`config.mk`:
```
export PLATFORM = sky130hd
export DESIGN_NAME = idx_irq_ctrl
export DESIGN_NICKNAME = d
export VERILOG_FILES = /design/src/rtl/idx_irq_pkg.sv /design/src/rtl/idx_irq_decode.sv /design/src/rtl/idx_irq_state.sv /design/src/rtl/idx_irq_arb.sv /design/src/rtl/idx_irq_ctrl.sv
export SDC_FILE = /design/constraint.sdc
export NUM_CORES = 1
export LEC_CHECK = 0
export BUFFER_PORTS_ARGS = -buffer_cell sky130_fd_sc_hd__buf_2
export CORE_UTILIZATION = 30
export DETAILED_ROUTE_END_ITERATION = 12
export PLACE_DENSITY = 0.47
export RECOVER_POWER = 25
export SETUP_SLACK_MARGIN = 0.15
export SKIP_LAST_GASP = 1
export SYNTH_ARGS = -nofsm -noshare
export SYNTH_HDL_FRONTEND = slang
export SYNTH_SLANG_ARGS = --single-unit
```
`constraint.sdc`:
```
create_clock -name clk -period 2.6 [get_ports clk]
set_clock_uncertainty 0.05 [all_clocks]
set_input_delay 0.39 -clock clk [delete_from_list [all_inputs] [get_ports clk]]
set_output_delay 0.39 -clock clk [all_outputs]
set_load 0.01 [all_outputs]
```
`src/rtl/idx_irq_pkg.sv`:
```
`timescale 1ns/1ps
package idx_irq_pkg;
  localparam int IDXW = 10;
  localparam logic [IDXW-1:0] NO_SRC = 10'd1023;

  // global bank offsets
  localparam logic [7:0] G_CTRL   = 8'h00;
  localparam logic [7:0] G_EN_SET = 8'h30;
  localparam logic [7:0] G_EN_CLR = 8'h34;
  // per-CPU bank offsets
  localparam logic [7:0] C_ACK    = 8'h44;
  localparam logic [7:0] C_MSK_SET = 8'h48;
  localparam logic [7:0] C_MSK_CLR = 8'h4C;

  typedef struct packed {
    logic en_set;
    logic en_clr;
    logic msk_set;
    logic msk_clr;
    logic rd_ctrl;
    logic rd_ack;
  } strobe_t;
endpackage

```
`src/rtl/idx_irq_decode.sv`:
```
`timescale 1ns/1ps
module idx_irq_decode
  import idx_irq_pkg::*;
#(
  parameter int NUM_SRC = 40
) (
  input  logic            bus_wr,
  input  logic            bus_rd,
  input  logic            bus_bank,
  input  logic [7:0]      bus_addr,
  input  logic [31:0]     bus_wdata,
  output strobe_t         stb,
  output logic [IDXW-1:0] wr_idx
);
  logic idx_ok;
  logic g_sel, c_sel;

  assign wr_idx = bus_wdata[IDXW-1:0];
  assign idx_ok = (wr_idx < IDXW'(NUM_SRC));
  assign g_sel  = !bus_bank;
  assign c_sel  = bus_bank;

  always_comb begin
    stb = '0;
    stb.en_set  = bus_wr && idx_ok && g_sel && (bus_addr == G_EN_SET);
    stb.en_clr  = bus_wr && idx_ok && g_sel && (bus_addr == G_EN_CLR);
    stb.msk_set = bus_wr && idx_ok && c_sel && (bus_addr == C_MSK_SET);
    stb.msk_clr = bus_wr && idx_ok && c_sel && (bus_addr == C_MSK_CLR);
    stb.rd_ctrl = bus_rd && g_sel && (bus_addr == G_CTRL);
    stb.rd_ack  = bus_rd && c_sel && (bus_addr == C_ACK);
  end
endmodule

```
`src/rtl/idx_irq_state.sv`:
```
`timescale 1ns/1ps
module idx_irq_state
  import idx_irq_pkg::*;
#(
  parameter int NUM_SRC = 40
) (
  input  logic               clk,
  input  logic               rst,
  input  strobe_t            stb,
  input  logic [IDXW-1:0]    wr_idx,
  input  logic [NUM_SRC-1:0] irq_lines,
  output logic [NUM_SRC-1:0] deliv
);
  logic [NUM_SRC-1:0] en_q;
  logic [NUM_SRC-1:0] msk_q;

  for (genvar i = 0; i < NUM_SRC; i++) begin : g_src
    always_ff @(posedge clk) begin
      if (rst) begin
        en_q[i]  <= 1'b0;
        msk_q[i] <= 1'b1;
      end else begin
        if (stb.en_set && wr_idx == IDXW'(i))  en_q[i] <= 1'b1;
        if (stb.en_clr && wr_idx == IDXW'(i))  en_q[i] <= 1'b0;
        if (stb.msk_set && wr_idx == IDXW'(i)) msk_q[i] <= 1'b1;
        if (stb.msk_clr && wr_idx == IDXW'(i)) msk_q[i] <= 1'b0;
      end
    end

    p_en_set_r2: assert property (@(posedge clk) disable iff (rst)
      (stb.en_set && wr_idx == IDXW'(i)) |=> en_q[i]);
    p_en_clr_r3: assert property (@(posedge clk) disable iff (rst)
      (stb.en_clr && wr_idx == IDXW'(i)) |=> !en_q[i]);
    p_mask_r4: assert property (@(posedge clk) disable iff (rst)
      (stb.msk_set && wr_idx == IDXW'(i)) |=> msk_q[i]);
    p_unmask_r4: assert property (@(posedge clk) disable iff (rst)
      (stb.msk_clr && wr_idx == IDXW'(i)) |=> !msk_q[i]);
  end

  assign deliv = irq_lines & en_q & ~msk_q;

  // out-of-range index leaves state untouched
  p_range_r9: assert property (@(posedge clk) disable iff (rst)
    (!stb.en_set && !stb.en_clr && !stb.msk_set && !stb.msk_clr)
      |=> ($stable(en_q) && $stable(msk_q)));
endmodule

```
`src/rtl/idx_irq_arb.sv`:
```
`timescale 1ns/1ps
module idx_irq_arb
  import idx_irq_pkg::*;
#(
  parameter int NUM_SRC = 40
) (
  input  logic               clk,
  input  logic               rst,
  input  logic [NUM_SRC-1:0] deliv,
  output logic [IDXW-1:0]    ack_idx,
  output logic               ack_valid
);
  always_comb begin
    ack_idx   = NO_SRC;
    ack_valid = 1'b0;
    for (int i = NUM_SRC - 1; i >= 0; i--) begin
      if (deliv[i]) begin
        ack_idx   = IDXW'(i);
        ack_valid = 1'b1;
      end
    end
  end

  for (genvar i = 0; i < NUM_SRC; i++) begin : g_chk
    if (i == 0) begin : g_first
      p_lowest_r6: assert property (@(posedge clk) disable iff (rst)
        (ack_idx == IDXW'(i)) |-> deliv[i]);
    end else begin : g_rest
      p_lowest_r6: assert property (@(posedge clk) disable iff (rst)
        (ack_idx == IDXW'(i)) |-> (deliv[i] && !(|deliv[i-1:0])));
    end
  end

  p_none_r6: assert property (@(posedge clk) disable iff (rst)
    (ack_idx == NO_SRC) |-> (deliv == '0));
endmodule

```
`src/rtl/idx_irq_ctrl.sv`:
```
`timescale 1ns/1ps
module idx_irq_ctrl
  import idx_irq_pkg::*;
#(
  parameter int NUM_SRC = 40
) (
  input  logic               clk,
  input  logic               rst,
  input  logic               bus_wr,
  input  logic               bus_rd,
  input  logic               bus_bank,
  input  logic [7:0]         bus_addr,
  input  logic [31:0]        bus_wdata,
  output logic [31:0]        bus_rdata,
  input  logic [NUM_SRC-1:0] irq_lines,
  output logic               cpu_irq
);
  localparam logic [31:0] CTRL_WORD = {20'd0, IDXW'(NUM_SRC), 2'b00};

  strobe_t            stb;
  logic [IDXW-1:0]    wr_idx;
  logic [NUM_SRC-1:0] deliv;
  logic [IDXW-1:0]    ack_idx;
  logic               ack_valid;

  idx_irq_decode #(.NUM_SRC(NUM_SRC)) u_dec (
    .bus_wr(bus_wr), .bus_rd(bus_rd), .bus_bank(bus_bank),
    .bus_addr(bus_addr), .bus_wdata(bus_wdata),
    .stb(stb), .wr_idx(wr_idx)
  );

  idx_irq_state #(.NUM_SRC(NUM_SRC)) u_state (
    .clk(clk), .rst(rst), .stb(stb), .wr_idx(wr_idx),
    .irq_lines(irq_lines), .deliv(deliv)
  );

  idx_irq_arb #(.NUM_SRC(NUM_SRC)) u_arb (
    .clk(clk), .rst(rst), .deliv(deliv),
    .ack_idx(ack_idx), .ack_valid(ack_valid)
  );

  always_ff @(posedge clk) begin
    if (rst) begin
      bus_rdata <= '0;
      cpu_irq   <= 1'b0;
    end else begin
      cpu_irq <= ack_valid;
      if (bus_rd) begin
        if (stb.rd_ctrl)     bus_rdata <= CTRL_WORD;
        else if (stb.rd_ack) bus_rdata <= {22'd0, ack_idx};
        else                 bus_rdata <= '0;
      end
    end
  end

  p_irq_up_r7: assert property (@(posedge clk) disable iff (rst)
    ack_valid |=> cpu_irq);
  p_irq_down_r7: assert property (@(posedge clk) disable iff (rst)
    !ack_valid |=> !cpu_irq);
endmodule

```
Yosys cells after proc, flatten, opt, wreduce, memory -nomap -nowiden
Cells that the tools add are included.
- output and inout bits: 33
- input port bits: 85
- bits in registers: 113
- muxes and demuxes: 162
- reduce and logical (&&, ||, !) cells: 254
- $lt $le $gt $ge: 1
- equality and inequality tests: 44
- bitwise operators: 3
- operators with widths (operator ; number):
    $mux W10 ; 42
    $logic_and A1 B1 Y1 ; 171
    $eq A10 B5 Y1 const B ; 16
    $mux W1 ; 120
    $and A40 B40 Y40 ; 2
    $eq A10 B4 Y1 const B ; 8
    $eq A10 B6 Y1 const B ; 8
    $reduce_bool A2 Y1 ; 40
    $reduce_or A2 Y1 ; 40
    $eq A10 B3 Y1 const B ; 4
    $not A40 Y40 ; 1
    $eq A8 B7 Y1 const B ; 3
    $eq A10 B2 Y1 const B ; 2
    $eq A8 B6 Y1 const B ; 2
    $eq A10 B1 Y1 const B ; 1
    $logic_not A10 Y1 ; 1
    $lt A10 B6 Y1 const B ; 1
    $logic_not A8 Y1 ; 1
    $logic_not A1 Y1 ; 1

Longest topological paths before layout
Gate-level depths: netlist of the first run.
- depth after elaboration: 44
- gate-level depth with buffers: 8
- depth with buffers taken out: 6

Cells and area by module
A second synthesis of the first run with hierarchy kept.
- cell total of the unflattened synthesis: 639
- area, all modules: 5215.0 um^2
- by module, submodules not included (module ; cells each ; area an instance (um^2) ; instances):
    idx_irq_state ; 454 ; 3885.0 ; 1
    idx_irq_ctrl ; 69 ; 634.4 ; 1
    idx_irq_arb ; 87 ; 508.0 ; 1
    idx_irq_decode ; 29 ; 187.7 ; 1

Least setup slack after synthesis of the first run
No wires, ideal clock.
- path kind: input -> register
- start: in bus_wdata[9]
- end: reg u_state.msk_q[5]
- setup time: 0.123 ns
- path buffers: 1
- data required time: 2.427 ns
- setup slack: 0.419 ns
- data arrival time: 2.008 ns
- cell stages on the path: 6
- cells stage by stage: or4_4 > or3_4 > buf_6 > nor2_1 > a31oi_1 > or2_2
- word-level cells in the longest chain between the ends: 6
- RTL lines (item ; line ; RTL):
    start: declaration ; idx_irq_ctrl.sv:13 ; input logic [31:0] bus_wdata,
    $lt A10 B6 Y1 ; idx_irq_decode.sv:19 ; assign idx_ok = (wr_idx < IDXW'(NUM_SRC));
    $logic_and A1 B1 Y1 (2 in a row) ; idx_irq_decode.sv:27, idx_irq_decode.sv:28 ;
    $logic_and A1 B1 Y1, on equally long branches ; idx_irq_decode.sv:28, idx_irq_decode.sv:27 ;
    $logic_and A1 B1 Y1, on equally long branches ; idx_irq_state.sv:26, idx_irq_state.sv:25 ;
    $mux W1 or $reduce_bool A2 Y1 (tied branches) ; - ;
    end signal: indexed assignment ; idx_irq_state.sv:21 ; msk_q[i] <= 1'b1;
    end signal: indexed assignment ; idx_irq_state.sv:25 ; if (stb.msk_set && wr_idx == IDXW'(i)) msk_q[i] <= 1'b1;
    end signal: indexed assignment ; idx_irq_state.sv:26 ; if (stb.msk_clr && wr_idx == IDXW'(i)) msk_q[i] <= 1'b0;
    end: declaration ; idx_irq_state.sv:15 ; logic [NUM_SRC-1:0] msk_q;
Several ways; a longest one is shown, not always the timed one.
A chain may end at the register's enable or synchronous reset.

Worst setup path in the final report of the first run
- start: reg u_state.msk_q[23]
- end: reg bus_rdata[5]
- word-level cells in the longest chain between the ends: 28
- RTL lines (item ; line ; RTL):
    $not A40 Y40 ; idx_irq_state.sv:40 ; assign deliv = irq_lines & en_q & ~msk_q;
    $and A40 B40 Y40 ; idx_irq_state.sv:40 ;
    $mux W10 (24 in a row) ; idx_irq_arb.sv:17 ; if (deliv[i]) begin
    $mux W10 ; idx_irq_ctrl.sv:50 ; else if (stb.rd_ack) bus_rdata <= {22'd0, ack_idx};
    $mux W10 ; idx_irq_ctrl.sv:49 ; if (stb.rd_ctrl) bus_rdata <= CTRL_WORD;
    end signal: assignment ; idx_irq_ctrl.sv:50 ;
    end: declaration ; idx_irq_ctrl.sv:14 ; output logic [31:0] bus_rdata,
No other way between the ends.

==> results of run 1 <==
-- routing by layer --
| layer | part of all wire (%) | up-vias | track usage, % | wire length, um |
|---|---|---|---|---|
| met5 | 0 | - | 0 | 0 |
| met4 | 1.0 | 0 | 4.84 | 156 |
| met3 | 4.7 | 14 | 3.88 | 703 |
| met2 | 45 | 125 | 29.6 | 6670 |
| met1 | 50 | 2184 | 27.1 | 7450 |
| li1 | - | 2218 | - | - |
-- power by group --
part           total (mW)  switching [mW]  internal, mW
Sequential           1.36       0.0000725          1.36
Clock                1.40           0.542         0.862
Combinational       0.161           0.109        0.0522
Total                2.93           0.650          2.28
-- sequential cells by signal, indices dropped and copies added (netlist names) --
signal,count
bus_rdata,8
u_state.msk_q,40
u_state.en_q,40
cpu_irq,1
-- worst min-delay path, delay by kind of cell --
kind	cells	cell delay, ns
compound gates	1	0.06
buf+inv	1	0.12
simple gates	2	0.13
-- path summary, 6_finish.rpt --
path | slack [ns] | cells past startpoint | startpoint | endpoint
hold / removal | 0.35 | 4 | rst | bus_rdata[2]
setup / recovery | 0.43 | 6 | u_state.msk_q[23] | bus_rdata[5]
hold reg to reg | 0.40 | 1 | u_state.msk_q[14] | u_state.msk_q[14]
setup reg to reg | 0.43 | 6 | u_state.msk_q[23] | bus_rdata[5]
-- area by class of cell --
cell class | count | area [um^2]
fillers | 1610 | 9750
repair buffers | 85 | 477
flip-flops and latches | 89 | 1780
inverters | 5 | 18.8
clock buffers | 12 | 246
diodes | 1 | 2.50
clock inverters | 3 | 65.1
well taps | 211 | 264
multi-input cells | 446 | 2710
-- cells by family (layout without fill, tap and decap cells) --
kind of cell | after synthesis | count (layout) | share of synthesized area (%)
buf+inv | 63 | 105 | 7.20
compound gates | 196 | 196 | 25.9
simple gates | 228 | 228 | 29.2
flops | 89 | 89 | 37.6
other cells | 1 | 23 | 0.0790
-- layout by cell type (no fill, tap or decap), types with 5 or more instances in the layout --
master	instances
nand3b_1	23
conb_1	22
a31oi_1	23
nor2_1	48
buf_4	9
or2_2	17
o21ai_0	10
buf_2	60
nor2b_1	7
a21oi_1	82
and3b_1	18
nand2b_1	6
clkbuf_16	9
o21bai_1	20
clkbuf_1	15
a211oi_1	40
and3_1	19
nand4_1	8
a211o_1	6
nor4_1	7
nor3_1	6
inv_1	5
dfxtp_1	89
nand2_1	32
nand3_1	7
-- stage by stage --
step	hold WS, ns	power [mW]	cell area, um^2	worst slack [ns]	cells
after global placement	0.384	1.55	5260	0.138	836
after CTS	0.333	2.96	5580	0.441	851
final	0.349	2.93	5560	0.428	852
after floorplan	0.376	1.49	4820	0.419	598
after global routing	0.377	3.03	5560	0.272	851
after detailed placement	0.393	1.55	5260	0.116	836
==> reports/qor.txt, run 1 <==
Yosys top cell area share: 37.6%
core area: 15300 um^2
# Post-CTS Setup Buffers: 0
Area Overhead vs Synth: 17.2%
RSZ-0062 raised after global routing: false
critical path launch point type: flop
Detail Route Antenna Nets: 0
Worst Hold Class: input port to flop
H-tree depth: 3
Reg clk slew, reported paths: 0.06 ns
TritonCTS buffer count: 9
IO buf count: 73
gpl congestion: 0.814
post-synth top area cell: dfxtp_1
post-synthesis cell type count: 54
max frequency: 460 MHz
leakage: 2.24 nW
Worst-Margin Slew: 0.575 ns
fin crit period: 2.17 ns
DRC viols: 0
Resize count post-CTS: 0
delay-heaviest family, CP: simple AND/OR/NAND/NOR gates
WS Path Type: flop to flop
max-cap viol count: 0
vias in the first global route: 4243
Critical Path AT: 2.40 ns
global-route wire length before repair: 23700 um
final hold viol count: 0
Pins Over Slew Limit: 0
Slew headroom: 60.7%
most numerous cell in the Yosys netlist: dfxtp_1
clock buffer depth: 2
Async S/R FF share, synth: 0%
DRT Pass-1 Iters: 5
Synth Warn #: 0
Post-Syn Area: 4740 um^2
Max IR drop VDD: 0.000276 V
DIE AREA: 16300 um^2
Buf/Inv on CP: 0
starting density of the core: 31.0%
vias per std cell: 5.33
Post-synth EDFFs: 0
post-DP HPWL: 10400 um
Rows: 45
CTS tree: yes
slowest library cell on the worst path: or4b_1
wire length per cell: 17.6 um
status: finished clean
grt ovf: 0
clock latency on the worst-skew pair: 0.35 ns
max incr delay on CP: 0.53 ns
Crit Path Max Fanout: 3
# nets final: 721
Die Ht: 128 um
CP Cell Sequence: and3b_1 > nor2b_1 > or4b_1 > nand2b_1 > or4_1 > a31oi_1
Pwr Density: 527 nW/um^2
synthesized instance count: 577
crit path capture type: flop
Root Buffer: clkbuf_16
Routed WL: 15000 um
syn avg cell area: 8.22 um^2
final worst path period share: 83.5%
DIE WIDTH: 128 um
GRT Util Overall: 19.2%
flops & latches, synth: 89
Top FF cell, synth: dfxtp_1
top cells by area, synth: dfxtp_1 (38%), a21oi_1 (8.6%), a211oi_1 (6.3%)
1st-iter DRT viols: 319
final setup violating endpoints: 0
setup TNS: 0 ns
CTS Hold Bufs: 0
layout cells sized above 1: 18.1%
Top Ports: 118
initial antenna violation count: 0
largest net degree at the start of global routing: 55
commonest cells in the synthesized netlist: dfxtp_1 (89), a21oi_1 (82), nor2_1 (48)
Req. time, crit path: 2.83 ns
final core utilization: 36.3%
Clock Sinks: 89
sequential share of the synthesized area: 37.6%
via count: 4541
No activity file was read; power rests on OpenSTA's default activity.
==> run 2: changes to the inputs <==
ABC_AREA = 1   (was not set)
clock period = 2.2 ns   (was 2.6 ns; I/O delays follow)
==> run 2 against run 1 <==
Net effect: the run now ends with negative setup slack left; final cell count grew 18%; sequential power grew 18%; register-to-register slack got worse by 0.88 ns; largest cell class unchanged; highest routed layer unchanged.
==> reports/qor.txt, run 2 <==
Slew headroom: 38.8%
GRT Util Overall: 18.7%
clock latency on the worst-skew pair: 0.35 ns
Top Ports: 118
Levels on crit path: 41
RSZ-0062 raised after global routing: true
commonest cells in the synthesized netlist: nand2_1 (118), inv_1 (101), nor2_1 (91)
post-synthesis cell type count: 30
initial antenna violation count: 0
IO buf count: 73
starting density of the core: 31.1%
top cells by area, synth: dfxtp_1 (37%), nand2_1 (9.3%), inv_1 (7.9%)
# nets final: 874
Post-synth EDFFs: 0
total power: 3.51 mW
Pwr Density: 603 nW/um^2
syn avg cell area: 6.81 um^2
commonest non-fill, non-tap cell in the layout: nand2_1
min-delay src: rst
Area Overhead vs Synth: 21.6%
# Post-CTS Setup Buffers: 0
Critical Path AT: 2.81 ns
most numerous cell in the Yosys netlist: nand2_1
Max IR drop VDD: 0.000331 V
layout cells sized above 1: 17.3%
final core utilization: 37.8%
max frequency: 377 MHz
Top FF cell, synth: dfxtp_1
Hold EP: u_state.msk_q[13]
setup TNS: -0.500 ns
Detail Route Antenna Nets: 0
clock buffer depth: 2
commonest non-fill, non-tap cells in the layout: nand2_1 (117), inv_1 (101), nor2_1 (87), dfxtp_1 (87), o21ai_0 (73)
DRT Pass-1 Iters: 4
failing checks: negative setup slack
final worst path period share: 121%
core area: 15400 um^2
R2R Setup Slk: -0.45 ns
largest net degree at the start of global routing: 49
WS Path Type: flop to flop
Top Registers: u_state.en_q (40), u_state.msk_q (40), bus_rdata (8)
TritonCTS buffer count: 9
leakage: 2.54 nW
max incr delay on CP: 0.32 ns
gpl congestion: 0.835
wire length per cell: 14.7 um
Die Ht: 128 um
Rows: 45
worst reg2reg startpoint: u_state.en_q[38]
H-tree depth: 3
1st-iter DRT viols: 214
fillers: 1672
flops & latches, synth: 89
slowest library cell on the worst path: dfxtp_2
fin crit period: 2.65 ns
sequential share of the synthesized area: 37.3%
vias in the first global route: 4437
ant diodes: 0
Req. time, crit path: 2.36 ns
global-route wire length before repair: 23100 um
DRC viols: 0
Worst R2R Path Depth: 41
Synth Warn #: 0
status: finished with violations
Async S/R FF share, synth: 0%
DIE WIDTH: 128 um
max-cap viol count: 0
Worst-Margin Slew: 0.918 ns
post-DP HPWL: 10500 um
Yosys top cell area share: 37.3%
DIE AREA: 16400 um^2
Post-Syn Area: 4780 um^2
Root Buffer: clkbuf_16
final hold viol count: 0
RR Endpoint: bus_rdata[0]
via count: 4708
CTS tree: yes
Setup WS pre-CTS: -0.573 ns
Crit Path Max Fanout: 2
Worst Hold Class: input port to flop
grt ovf: 0
Pins Over Slew Limit: 0
Reg clk slew, reported paths: 0.07 ns
vias per std cell: 4.68
Buf/Inv on CP: 0
post-synth top area cell: dfxtp_1
Clock Sinks: 89
Routed WL: 14800 um
Hold Path Depth: 4
crit path capture type: flop
CTS Hold Bufs: 0
critical path launch point type: flop
synthesized instance count: 702
PnR worst setup slack: -0.453 ns
Worst path most repeated cell: nand2_1
delay-heaviest family, CP: simple AND/OR/NAND/NOR gates
final setup violating endpoints: 2
==> run 2: layout make-up <==
cell class / instances / area (um^2) / area share (%)
clock inverters: 2 / 60.1 / 1.03
well taps: 211 / 264 / 4.54
flip-flops and latches: 89 / 1780 / 30.7
inverters: 107 / 402 / 6.91
clock buffers: 14 / 264 / 4.54
repair buffers: 105 / 611 / 10.5
multi-input cells: 477 / 2430 / 41.8
==> run 2: kinds of logic (layout without fill, tap and decap cells) <==
group | Yosys count | count (layout) | synth area share (%)
simple gates | 277 | 277 | 27.4
compound gates | 178 | 178 | 21.1
buf+inv | 157 | 228 | 14.2
flops | 89 | 89 | 37.3
other cells | 1 | 22 | 0.0784
==> run 2: worst reg2reg max path, delay by kind of cell, from the launching register on <==
kind	cells	cell delay [ns]
compound gates	1	0.04
flops	1	0.32
simple gates	40	2.12
==> run 2: worst max path at each step <==
stage                     start           end  slack (ns)
3_3_place_gp      irq_lines[38]  bus_rdata[0]       -0.58
3_5_place_dp      irq_lines[38]  bus_rdata[0]       -0.57
4_1_cts        u_state.en_q[38]  bus_rdata[0]       -0.45
2_1_floorplan     irq_lines[38]  bus_rdata[0]       -0.12
5_1_grt        u_state.en_q[38]  bus_rdata[0]       -0.85
6_report       u_state.en_q[38]  bus_rdata[0]       -0.45
==> run 2: timing repair <==
action	4_1_cts	5_1_grt
resized for setup	4	3
endpoints found under the setup margin	2	3
pin swaps	4	6
==> run 2: layer usage <==
layer	vias to the layer above	part of all wire [%]	GRT usage (%)
li1	2429	-	-
met4	0	2.1	6.23
met3	17	5.8	3.59
met1	2112	46	24.5
met5	-	0	0
met2	150	46	30.6
==> run 2: report_power, final <==
group / switching, mW / internal, mW / total [mW] / leakage, nW
Combinational: 0.123 / 0.0560 / 0.179 / 1.66
Sequential: 0.0000670 / 1.61 / 1.61 / 0.719
Clock: 0.655 / 1.06 / 1.72 / 0.157
==> run 2: metrics by stage <==
stage          hold slack [ns]  area, um^2  std cells
2_1_floorplan            0.432        4860        723
3_3_place_gp             0.402        5500        989
3_5_place_dp             0.407        5500        989
4_1_cts                  0.370        5830       1005
5_1_grt                  0.398        5810       1005
6_report                 0.382        5810       1005
